===== config.mk =====
export PLATFORM = sky130hd
export DESIGN_NAME = pwr_seq_softmute
export DESIGN_NICKNAME = d
export VERILOG_FILES = /design/src/rtl/pwr_seq_pkg.sv /design/src/rtl/bclk_activity_mon.sv /design/src/rtl/soft_mute_ramp.sv /design/src/rtl/power_fsm.sv /design/src/rtl/pwr_seq_softmute.sv
export SDC_FILE = /design/constraint.sdc
export NUM_CORES = 1
export LEC_CHECK = 0
export ABC_CLOCK_PERIOD_IN_PS = 4700
export BUFFER_PORTS_ARGS = -buffer_cell sky130_fd_sc_hd__buf_2
export CORE_MARGIN = 8
export CORE_UTILIZATION = 49
export CTS_CLUSTER_DIAMETER = 150
export CTS_CLUSTER_SIZE = 20
export DETAILED_ROUTE_END_ITERATION = 16
export GPL_ROUTABILITY_DRIVEN = 1
export PLACE_DENSITY = 0.77
export SYNTH_ARGS = -nofsm -noshare
export SYNTH_HDL_FRONTEND = slang
export SYNTH_SLANG_ARGS = --single-unit

===== constraint.sdc =====
create_clock -name clk -period 4.7 [get_ports clk]
set_clock_uncertainty 0.05 [all_clocks]
set_input_delay 0.94 -clock clk [delete_from_list [all_inputs] [get_ports clk]]
set_output_delay 0.94 -clock clk [all_outputs]
set_load 0.03 [all_outputs]

===== src/rtl/pwr_seq_pkg.sv =====
package pwr_seq_pkg;
    typedef enum logic [1:0] {
        PS_OFF     = 2'd0,
        PS_STANDBY = 2'd1,
        PS_ENABLED = 2'd2,
        PS_FADING  = 2'd3
    } pwr_state_e;

    localparam logic [1:0] REP_OFF     = 2'd0;
    localparam logic [1:0] REP_STANDBY = 2'd1;
    localparam logic [1:0] REP_ENABLED = 2'd2;
endpackage


===== src/rtl/bclk_activity_mon.sv =====
module bclk_activity_mon #(
    parameter int TIMEOUT     = 64,
    parameter int SYNC_STAGES = 2
) (
    input  logic clk,
    input  logic rst_n,
    input  logic bclk_raw,
    output logic running
);
    localparam int CNT_W = $clog2(TIMEOUT + 1);
    localparam logic [CNT_W-1:0] LIMIT = CNT_W'(TIMEOUT - 1);

    logic [SYNC_STAGES:0] sh_q;
    logic [CNT_W-1:0]     idle_q;
    logic                 edge_seen;

    assign edge_seen = sh_q[SYNC_STAGES] ^ sh_q[SYNC_STAGES-1];

    always_ff @(posedge clk) begin
        if (!rst_n) begin
            sh_q    <= '0;
            idle_q  <= '0;
            running <= 1'b0;
        end else begin
            sh_q <= {sh_q[SYNC_STAGES-1:0], bclk_raw};
            if (edge_seen) begin
                idle_q  <= '0;
                running <= 1'b1;
            end else if (idle_q == LIMIT) begin
                running <= 1'b0;
            end else begin
                idle_q <= idle_q + 1'b1;
            end
        end
    end
endmodule


===== src/rtl/soft_mute_ramp.sv =====
module soft_mute_ramp #(
    parameter int GAIN_W   = 16,
    parameter int RAMP_LEN = 800
) (
    input  logic              clk,
    input  logic              rst_n,
    input  logic              clear,
    input  logic              load_full,
    input  logic              step,
    output logic [GAIN_W-1:0] gain,
    output logic              at_zero
);
    localparam longint FULL_I   = (longint'(1) << GAIN_W) - 1;
    localparam longint STEP_INT = FULL_I / RAMP_LEN;
    localparam longint STEP_REM = FULL_I % RAMP_LEN;
    localparam int     ACC_W    = $clog2(RAMP_LEN) + 1;

    localparam logic [GAIN_W-1:0] FULL   = {GAIN_W{1'b1}};
    localparam logic [GAIN_W-1:0] STEP_V = GAIN_W'(STEP_INT);
    localparam logic [ACC_W:0]    REM_V  = (ACC_W+1)'(STEP_REM);
    localparam logic [ACC_W:0]    LEN_V  = (ACC_W+1)'(RAMP_LEN);

    logic [ACC_W-1:0]  acc_q;
    logic [ACC_W:0]    acc_sum;
    logic              carry;
    logic [GAIN_W-1:0] dec;

    // Bresenham-style split of FULL/RAMP_LEN into integer and fractional steps
    assign acc_sum = {1'b0, acc_q} + REM_V;
    assign carry   = (acc_sum >= LEN_V);
    assign dec     = STEP_V + GAIN_W'(carry);
    assign at_zero = (gain == '0);

    always_ff @(posedge clk) begin
        if (!rst_n) begin
            gain  <= '0;
            acc_q <= '0;
        end else if (clear) begin
            gain  <= '0;
            acc_q <= '0;
        end else if (load_full) begin
            gain  <= FULL;
            acc_q <= '0;
        end else if (step) begin
            acc_q <= carry ? ACC_W'(acc_sum - LEN_V) : ACC_W'(acc_sum);
            gain  <= (gain > dec) ? gain - dec : '0;
        end
    end
endmodule


===== src/rtl/power_fsm.sv =====
module power_fsm
    import pwr_seq_pkg::*;
(
    input  logic       clk,
    input  logic       rst_n,
    input  logic       mclk_alive,
    input  logic       bclk_running,
    input  logic       mute_n,
    input  logic       sample_valid,
    input  logic       gain_zero,
    output pwr_state_e state_q,
    output logic       ramp_clear,
    output logic       ramp_load,
    output logic       ramp_step
);
    pwr_state_e state_d;

    always_ff @(posedge clk) begin
        if (!rst_n) state_q <= PS_OFF;
        else        state_q <= state_d;
    end

    always_comb begin
        state_d = state_q;
        unique case (state_q)
            PS_OFF:     if (bclk_running) state_d = mute_n ? PS_ENABLED : PS_STANDBY;
            PS_STANDBY: if (mute_n && bclk_running) state_d = PS_ENABLED;
            PS_ENABLED: if (!mute_n || !bclk_running) state_d = PS_FADING;
            PS_FADING: begin
                if (mute_n && bclk_running) state_d = PS_ENABLED;
                else if (gain_zero)         state_d = PS_STANDBY;
            end
        endcase
        if (!mclk_alive) state_d = PS_OFF;
    end

    always_comb begin
        ramp_clear = (state_d == PS_OFF) || (state_d == PS_STANDBY);
        ramp_load  = (state_d == PS_ENABLED);
        ramp_step  = (state_q == PS_FADING) && (state_d == PS_FADING) && sample_valid;
    end
endmodule


===== src/rtl/pwr_seq_softmute.sv =====
module pwr_seq_softmute
    import pwr_seq_pkg::*;
#(
    parameter int GAIN_W       = 16,
    parameter int RAMP_LEN     = 800,
    parameter int BCLK_TIMEOUT = 64
) (
    input  logic              clk,
    input  logic              rst_n,
    input  logic              mclk_alive,
    input  logic              bclk_in,
    input  logic              mute_n,
    input  logic              sample_valid,
    output logic [GAIN_W-1:0] gain,
    output logic [1:0]        pwr_state
);
    pwr_state_e fsm_state;
    logic       bclk_running;
    logic       ramp_clear, ramp_load, ramp_step, gain_zero;

    bclk_activity_mon #(.TIMEOUT(BCLK_TIMEOUT), .SYNC_STAGES(2)) u_bmon (
        .clk      (clk),
        .rst_n    (rst_n),
        .bclk_raw (bclk_in),
        .running  (bclk_running)
    );

    power_fsm u_fsm (
        .clk          (clk),
        .rst_n        (rst_n),
        .mclk_alive   (mclk_alive),
        .bclk_running (bclk_running),
        .mute_n       (mute_n),
        .sample_valid (sample_valid),
        .gain_zero    (gain_zero),
        .state_q      (fsm_state),
        .ramp_clear   (ramp_clear),
        .ramp_load    (ramp_load),
        .ramp_step    (ramp_step)
    );

    soft_mute_ramp #(.GAIN_W(GAIN_W), .RAMP_LEN(RAMP_LEN)) u_ramp (
        .clk       (clk),
        .rst_n     (rst_n),
        .clear     (ramp_clear),
        .load_full (ramp_load),
        .step      (ramp_step),
        .gain      (gain),
        .at_zero   (gain_zero)
    );

    always_comb begin
        unique case (fsm_state)
            PS_OFF:     pwr_state = REP_OFF;
            PS_STANDBY: pwr_state = REP_STANDBY;
            PS_ENABLED,
            PS_FADING:  pwr_state = REP_ENABLED;
        endcase
    end
endmodule


== Word level (Yosys, flattened, before mapping) ==
Cells that the tools add are included.

* $lt $le $gt $ge: 2
* Add/subtract/negate cells: 5
* Equality and inequality tests: 7
* Reduce and logical (&&, ||, !) cells: 16
* Bitwise operators: 2
* Multiplexer cells: 15

{| class="wikitable"
|+ Operators with widths
! kind !! number
|-
| $mux 16 || 3
|-
| $gt 16x16->1 || 1
|-
| $logic_not 16->1 || 1
|-
| $sub 16x16->16 || 1
|-
| $mux 2 || 7
|-
| $add 11x10->12 const B || 1
|-
| $ge 12x10->1 const B || 1
|-
| $mux 11 || 1
|-
| $sub 11x10->11 const B || 1
|-
| $add 7x1->8 const A || 1
|-
| $eq 2x2->1 const B || 4
|-
| $pmux 2 s4 || 1
|-
| $add 7x1->7 const B || 1
|-
| $eq 7x6->1 const B || 1
|-
| $pmux 2 s3 || 1
|-
| $reduce_or 2->1 || 3
|-
| $eq 2x1->1 const B || 2
|-
| $logic_not 2->1 || 2
|-
| $reduce_bool 2->1 || 2
|-
| $logic_and 1x1->1 || 3
|-
| $reduce_or 3->1 || 1
|-
| $logic_not 1->1 || 2
|-
| $logic_or 1x1->1 || 2
|-
| $mux 1 || 2
|-
| 2 further kinds || 2
|}

* Input bits: 6
* Logic and storage cells: 53
* Register bits after elaboration: 40
* Output and inout port bits: 18

== Depth between registers and ports, before layout ==
Gate-level depths: netlist of the first run.

* Depth after elaboration: 10
* Depth in mapped cells: 17
* Gate-level depth less buffers: 16

== By module ==
A second synthesis of the first run with hierarchy kept.

* Cells, all modules: 306
* Area total of the unflattened synthesis: 2476.1 µm²

{| class="wikitable"
|+ By module, submodules not included
! module !! seq. area each (µm²) !! times used !! area an instance (µm²) !! cells each
|-
| soft_mute_ramp || 540.5 || 1 || 1831.8 || 241
|-
| bclk_activity_mon || 220.2 || 1 || 513.0 || 50
|-
| power_fsm || 40.0 || 1 || 121.4 || 13
|-
| pwr_seq_softmute || 0.0 || 1 || 10.0 || 2
|}

== Least setup slack after synthesis of the first run ==
Ideal clock, no wire load.

* Path type: reg-to-reg
* From: register u_ramp.acc_q[0]
* To: register u_ramp.gain[4]
* Stages on the path, launching flop included: 18
* Clock period less this slack: 4216 ps
* Required time: 4522 ps
* Library setup time: 128 ps
* Arrival time: 4039 ps
* Buffers on the path: 1
* Path slack: 484 ps
* Path through: dfxtp_1 -> inv_1 -> ha_1 -> or4b_4 -> a211o_1 -> nor4_4 -> o21a_2 -> nor2_1 -> inv_1 -> fa_1 -> or3b_2 -> a21o_1 -> a21oi_1 -> o21a_1 -> clkbuf_1 -> o21ai_0 -> a221oi_1 -> nor2_1

* Longest elaborated chain between the ends: 7
* Elaborated cells on any way between the ends: 8
* Those cells by class: add/sub (3); order compare (2); mux (3)

{| class="wikitable"
|+ RTL lines
! what !! RTL line !! text
|-
| from (decl) || soft_mute_ramp.sv:23 || <nowiki>logic [ACC_W-1:0] acc_q;</nowiki>
|-
| from (signal assigned) || soft_mute_ramp.sv:45 || <nowiki>acc_q <= carry ? ACC_W'(acc_sum - LEN_V) : ACC_W'(acc_sum);</nowiki>
|-
| $add 11x10->12 * || soft_mute_ramp.sv:29 || <nowiki>assign acc_sum = {1'b0, acc_q} + REM_V;</nowiki>
|-
| net u_ramp.acc_sum[0] || soft_mute_ramp.sv:24 || <nowiki>logic [ACC_W:0] acc_sum;</nowiki>
|-
| $ge 12x10->1 * || soft_mute_ramp.sv:30 || <nowiki>assign carry = (acc_sum >= LEN_V);</nowiki>
|-
| $add 7x1->8 * || soft_mute_ramp.sv:31 || <nowiki>assign dec = STEP_V + GAIN_W'(carry);</nowiki>
|-
| $sub 16x16->16 / $gt 16x16->1 (equally long branches) || soft_mute_ramp.sv:46 || <nowiki>gain <= (gain > dec) ? gain - dec : '0;</nowiki>
|-
| $mux 16 * || soft_mute_ramp.sv:46 ||
|-
| $mux 16 * || soft_mute_ramp.sv:44 || <nowiki>end else if (step) begin</nowiki>
|-
| $mux 16 * || soft_mute_ramp.sv:41 || <nowiki>end else if (load_full) begin</nowiki>
|-
| to (signal assigned) || soft_mute_ramp.sv:46 ||
|-
| to (decl) || soft_mute_ramp.sv:10 || <nowiki>output logic [GAIN_W-1:0] gain,</nowiki>
|}

Mark *: on every way through the listed nets, which the timed path passes. The rest lies on a longest branch. The select of a mux whose other input is x is not followed.
A chain may end at the register's enable or synchronous reset.

== Final worst setup path of the first run ==
Ends and elaborated chain as after synthesis.

==> results of run 1 <==
[report_power, final]
group	switching, mW	total (mW)	internal (mW)	leakage (nW)
Sequential	0.00649	0.351	0.345	0.324
Combinational	0.0254	0.0399	0.0145	0.628
Clock	0.128	0.286	0.157	0.0541
[critical path: stages, from the launching register on]
cell and delay [ns]:
dfxtp_1 0.36, inv_1 0.08, ha_1 0.26, or4b_4 0.52
a211o_1 0.36, nor4_4 0.33, o21a_2 0.25, nor2_2 0.07
inv_1 0.08, fa_1 0.23, or3b_2 0.47, a21o_1 0.21
a21oi_1 0.24, o21a_2 0.27, nor2_1 0.14, a221oi_1 0.30
nor2_1 0.06
[through the flow]
| step | worst slack (ns) | instances |
|---|---|---|
| 6_report | 0.273 | 364 |
| 3_5_place_dp | 0.173 | 356 |
| 4_1_cts | 0.156 | 364 |
| 2_1_floorplan | 0.484 | 290 |
| 3_3_place_gp | 0.330 | 356 |
| 5_1_grt | 0.00275 | 364 |
[cell families after synthesis]
group                    synth area share
flip-flops                          0.348
AO/OA/AOI/OAI                       0.262
XOR/XNOR                           0.0722
buffers and inverters              0.0478
adder cells (fa/ha/maj)            0.0413
AND/OR/NAND/NOR                     0.221
multiplexers                      0.00869
[per-layer routing]
layer	part of all wire	vias to the layer above
met5	0	-
met4	0.013	0
met3	0.045	8
met2	0.48	54
met1	0.46	1024
li1	-	1086
[registers in the layout (all words and copies together), names as in the netlist]
name / flops
u_bmon.idle_q: 7
u_bmon.running: 1
u_ramp.gain: 16
u_bmon.sh_q: 3
u_fsm.state_q: 2
u_ramp.acc_q: 11
[cells in the final DEF (no fill, tap or decap), drive strengths merged, types with 2 or more instances in the layout]
cell	synthesis	routed
a211o	2	2
a211oi	2	2
a21boi	3	3
a21oi	34	34
a221oi	2	2
a311oi	2	2
a31oi	8	8
and2	6	6
and3	2	2
and4	2	2
buf	2	24
clkbuf	10	5
dfxtp	40	40
ha	6	6
inv	15	15
mux2i	2	2
nand2	23	23
nand3	4	4
nand3b	2	2
nand4	3	3
nor2	29	29
nor2b	3	3
nor3	9	9
nor4	5	5
o211ai	2	2
o21a	3	3
o21ai	23	23
o22ai	2	2
o31a	2	2
o31ai	4	4
or2	2	2
or3	5	5
xnor2	17	17
xor2	2	2
[how the worst max path moves through the flow]
stage	cells after the start	slack, ns	end	from
2_1_floorplan	17	0.48	u_ramp.gain[4]	u_ramp.acc_q[0]
3_3_place_gp	16	0.33	u_ramp.gain[4]	u_ramp.acc_q[0]
3_5_place_dp	16	0.17	u_ramp.gain[4]	u_ramp.acc_q[0]
4_1_cts	16	0.16	u_ramp.gain[4]	u_ramp.acc_q[0]
5_1_grt	16	0.003	u_ramp.gain[4]	u_ramp.acc_q[0]
6_report	16	0.27	u_ramp.gain[4]	u_ramp.acc_q[0]
[synth_stat cells, drive strengths merged (2+ instances only)]
cell     n
or3      5
nand4    3
a21boi   3
o31ai    4
clkbuf  10
o21ai   23
nand2   23
mux2i    2
a31oi    8
a211oi   2
nor3     9
xor2     2
a311oi   2
buf      2
o31a     2
a211o    2
ha       6
and3     2
nand3b   2
a221oi   2
inv     15
nand3    4
nor2b    3
o211ai   2
nor2    29
and4     2
or2      2
and2     6
xnor2   17
a21oi   34
nor4     5
dfxtp   40
o22ai    2
o21a     3
[final cells by class]
cell class	instances	share of cell area
multi-input cells	223	0.547
repair buffers	24	0.0479
clock buffers	5	0.0269
well taps	54	0.0264
inverters	15	0.0220
clock inverters	3	0.0166
flip-flops and latches	40	0.313
==> impl_metrics.yaml, run 1 <==
outcome:
  status: "finished, final reports clean"
global_routing:
  grt_max_degree: 16
  use_met2: 0.258
  use_met1: 0.187
  met3_usage: 0.0371
  antenna_found_initial: 0
  grt_first_pass_wirelength_mm: 9.20
  grt.total_usage: 0.153
  busiest_layer: "met2"
  grt_pass1_vias: 2006
  gr-total-overflow: 0
clock_tree:
  cts_root_buffer: "clkbuf_8"
  cts.clk_slew.worst_paths_ns: 0.08
  cts_setup_buffers: 0
  insertion_delay_ns: 0.29
  cts_tree: "built"
  cts_num_sinks: 40
  htree_levels: 2
  clockBufferDepth: 2
  cts_resized: 0
  cts_made_buffers: 5
  hold_buffers: 0
cells_and_area:
  layout-drive-gt1-share: 0.145
  diodes: 0
  design_area_sq_um: 2560
  layout.nets: 322
  fill_cells: 444
  ff_latch_area_sq_um: 801
  fin_util: 0.553
  multiInputGateArea_sq_um: 1400
  syn_to_final_growth_pct: 11.1
timing:
  period_minus_slack_ns: 4.43
  fmax_mhz: 226
  slew_viol_final: 0
  period_share: 0.942
  slew_headroom: 0.240
  finalHoldViolCount: 0
  timing.hold.ws_ns: 0.383
  setup_tns_ns: 0
  finalSetupViolCount: 0
  worstMarginPinSlew_ns: 1.13
  rsz0062_at_grt: "false"
setup_path:
  crit_path_end_kind: "flip-flop"
  worstPathArrival_ns: 4.52
  r2r_slack_ns: 0.27
  crit_type: "reg2reg"
  start_kind: "flip-flop"
  reg2regPathDepth: 16
  critPathMaxFanout: 11
  r2r-end: "u_ramp.gain[4]"
  r2r_start: "u_ramp.acc_q[0]"
  cp.required_ns: 4.79
hold_path:
  whs_path_depth: 2
  min_to: "u_bmon.idle_q[6]"
  min-delay-start: "u_bmon.idle_q[6]"
  hp-class: "reg2reg"
drt:
  first_iter_violations: 152
  drc: 0
  wl_mm: 5.39
  routedWlPerCell_um: 14.8
  dr.pass1.iters: 4
  vias: 2172
  via_per_inst: 5.97
  antenna_left: 0
power:
  powerDensity_nw_per_um2: 265
  ir_drop_uv: 174
  p_total_mw: 0.677
  power_leakage_nw: 1.01
synthesis:
  synthArstFlopShare: 0
  synth_seq_cells: 40
  synth_top_cell_by_area: "dfxtp_1"
  ys_types: 53
  syn_nets: 303
  yosysTopAreaCellShare: 0.348
  post_synth_inst_count: 290
  synth_edf_count: 0
  synth_ff_type: "dfxtp_1"
  synth.yosys.seq_area_share: 0.348
  synth.area.top_cells: "dfxtp_1, a21oi_1, xnor2_1"
  syn_avg_cell_area_sq_um: 7.94
  synth_warnings: 0
  synthesis.area_sq_um: 2300
floorplanning:
  rows: 25
  die_w_um: 84.6
  die_h_um: 84.6
  fp.coreArea_sq_um: 4630
  start_util: 0.498
  dieArea_sq_um: 7150
  io_pins: 24
run:
  cap_violations: 0
place:
  dp_hpwl_mm: 4.00
  place.gp.congestion: 0.882
  place_area_sq_um: 2440
  numPortBuffers: 23
Power figures use the tool's default switching activity.
==> inputs of run 2 (changes only) <==
Settings changed: PLACE_DENSITY 0.77 to default, PLACE_DENSITY_LB_ADDON from default to 0.1.
==> impl_metrics.yaml, run 2 (synthesis gave the netlist of run 1 again) <==
cells_and_area:
  final_common_cell: "dfxtp_1"
  layout.nets: 327
  layout-drive-gt1-share: 0.156
  diodes: 0
  fin_util: 0.557
  final_cell_mix: "dfxtp_1, a21oi_1, nor2_1, nand2_1, buf_2"
  fill_cells: 447
  top_register: "u_ramp.gain"
  design_area_sq_um: 2580
  largest_registers: "u_ramp.gain: 16 flops, u_ramp.acc_q: 11 flops, u_bmon.idle_q: 7 flops"
  largest_reg_flops: 16
  syn_to_final_growth_pct: 11.9
global_routing:
  grt.total_usage: 0.148
  gr-total-overflow: 0
  use_met2: 0.227
  grt_pass1_vias: 1922
  met3_usage: 0.0371
  antenna_found_initial: 0
  busiest_layer: "met2"
  grt_max_degree: 16
  grt_first_pass_wirelength_mm: 8.89
  use_met1: 0.196
drt:
  antenna_left: 0
  drc: 0
  vias: 2099
  dr.pass1.iters: 4
  first_iter_violations: 79
  routedWlPerCell_um: 14.0
  via_per_inst: 5.69
  wl_mm: 5.18
setup_path:
  crit_type: "reg2reg"
  critPathMaxFanout: 8
  crit_path_end_kind: "flip-flop"
  worstPathArrival_ns: 4.54
  start_kind: "flip-flop"
  cp.required_ns: 4.88
timing:
  setup_tns_ns: 0
  period_share: 0.928
  timing.hold.ws_ns: 0.388
  finalHoldViolCount: 0
  period_minus_slack_ns: 4.36
  slew_headroom: 0.442
  rsz0062_at_grt: "false"
  fmax_mhz: 229
  slew_viol_final: 0
  finalSetupViolCount: 0
  worstMarginPinSlew_ns: 0.830
place:
  place.gp.congestion: 0.890
  numPortBuffers: 23
  dp_hpwl_mm: 3.82
  place_area_sq_um: 2450
floorplanning:
  die_h_um: 84.6
  fp.coreArea_sq_um: 4630
  dieArea_sq_um: 7150
  start_util: 0.498
  die_w_um: 84.6
  rows: 25
  io_pins: 24
power:
  ir_drop_uv: 252
  comb_power_share: 0.071
  power_leakage_nw: 1.02
  pwr-share-seq: 0.547
  p_total_mw: 0.643
  powerDensity_nw_per_um2: 249
  power_switching_mw: 0.160
  p_sw_frac: 0.249
  internal_power_mw: 0.483
  p_clk_frac: 0.383
hold_path:
  hp-class: "reg2reg"
clock_tree:
  insertion_delay_ns: 0.29
  cts_made_buffers: 5
  cts_root_buffer: "clkbuf_8"
  cts_tree: "built"
  htree_levels: 2
  clockBufferDepth: 2
  cts_num_sinks: 40
  cts.clk_slew.worst_paths_ns: 0.08
outcome:
  status: "finished, final reports clean"
run:
  cap_violations: 0
-- run 2: layer usage --
| metal | wire, um | up-vias |
|---|---|---|
| met5 | 0 | - |
| met4 | 29 | 0 |
| met3 | 254 | 4 |
| met2 | 2230 | 37 |
| met1 | 2660 | 968 |
| li1 | - | 1090 |
-- run 2: repair_timing --
| action | 4_1_cts | 5_1_grt |
|---|---|---|
| hold buffers | 0 | 0 |
| setup endpoints to repair | 0 | 13 |
| setup buffers | 0 | 4 |
| resized for setup | 0 | 2 |
-- run 2: layout make-up --
class	count	area, sq um	area share
Clock inverter	2	15.0	0.00582
Sequential cell	40	801	0.311
Tap cell	54	67.6	0.0262
Clock buffer	6	82.6	0.0320
Timing Repair Buffer	29	160	0.0621
Multi-Input combinational cell	223	1400	0.541
Inverter	15	56.3	0.0218
-- run 2: power by group through the flow --
stage	sequential, mW	combinational, mW	clock (mW)
2_1_floorplan	0.362	0.0251	0
3_3_place_gp	0.359	0.0396	0
3_5_place_dp	0.359	0.0399	0
4_1_cts	0.351	0.0401	0.252
5_1_grt	0.353	0.0499	0.265
6_report	0.351	0.0456	0.246
-- run 2: worst paths after layout --
| path | slack (ns) | start | cells after the start | to |
|---|---|---|---|---|
| worst max-delay path | 0.34 | u_ramp.acc_q[1] | 16 | u_ramp.gain[5] |
| worst min-delay path | 0.39 | u_bmon.sh_q[0] | 1 | u_bmon.sh_q[1] |
| worst max register to register | 0.34 | u_ramp.acc_q[1] | 16 | u_ramp.gain[5] |
| worst min register to register | 0.39 | u_bmon.sh_q[0] | 1 | u_bmon.sh_q[1] |
-- run 2: through the flow --
stage | instances | worst slack, ns
floorplan | 290 | 0.484
global placement | 357 | 0.341
detailed placement | 357 | 0.192
CTS | 365 | 0.172
global route | 369 | 0.0317
finish | 369 | 0.339
-- run 2: worst max-delay path, cell delays in order (launching register included) --
cell	delay, ns
dfxtp_1	0.35
inv_1	0.09
ha_1	0.27
or4b_4	0.50
a211o_1	0.35
nor4_4	0.33
o21a_2	0.25
nor2_2	0.07
ha_1	0.21
fa_1	0.41
or3b_2	0.22
a21o_1	0.14
a21oi_1	0.11
o21a_2	0.27
nor2_1	0.33
a31oi_1	0.16
a21oi_1	0.18
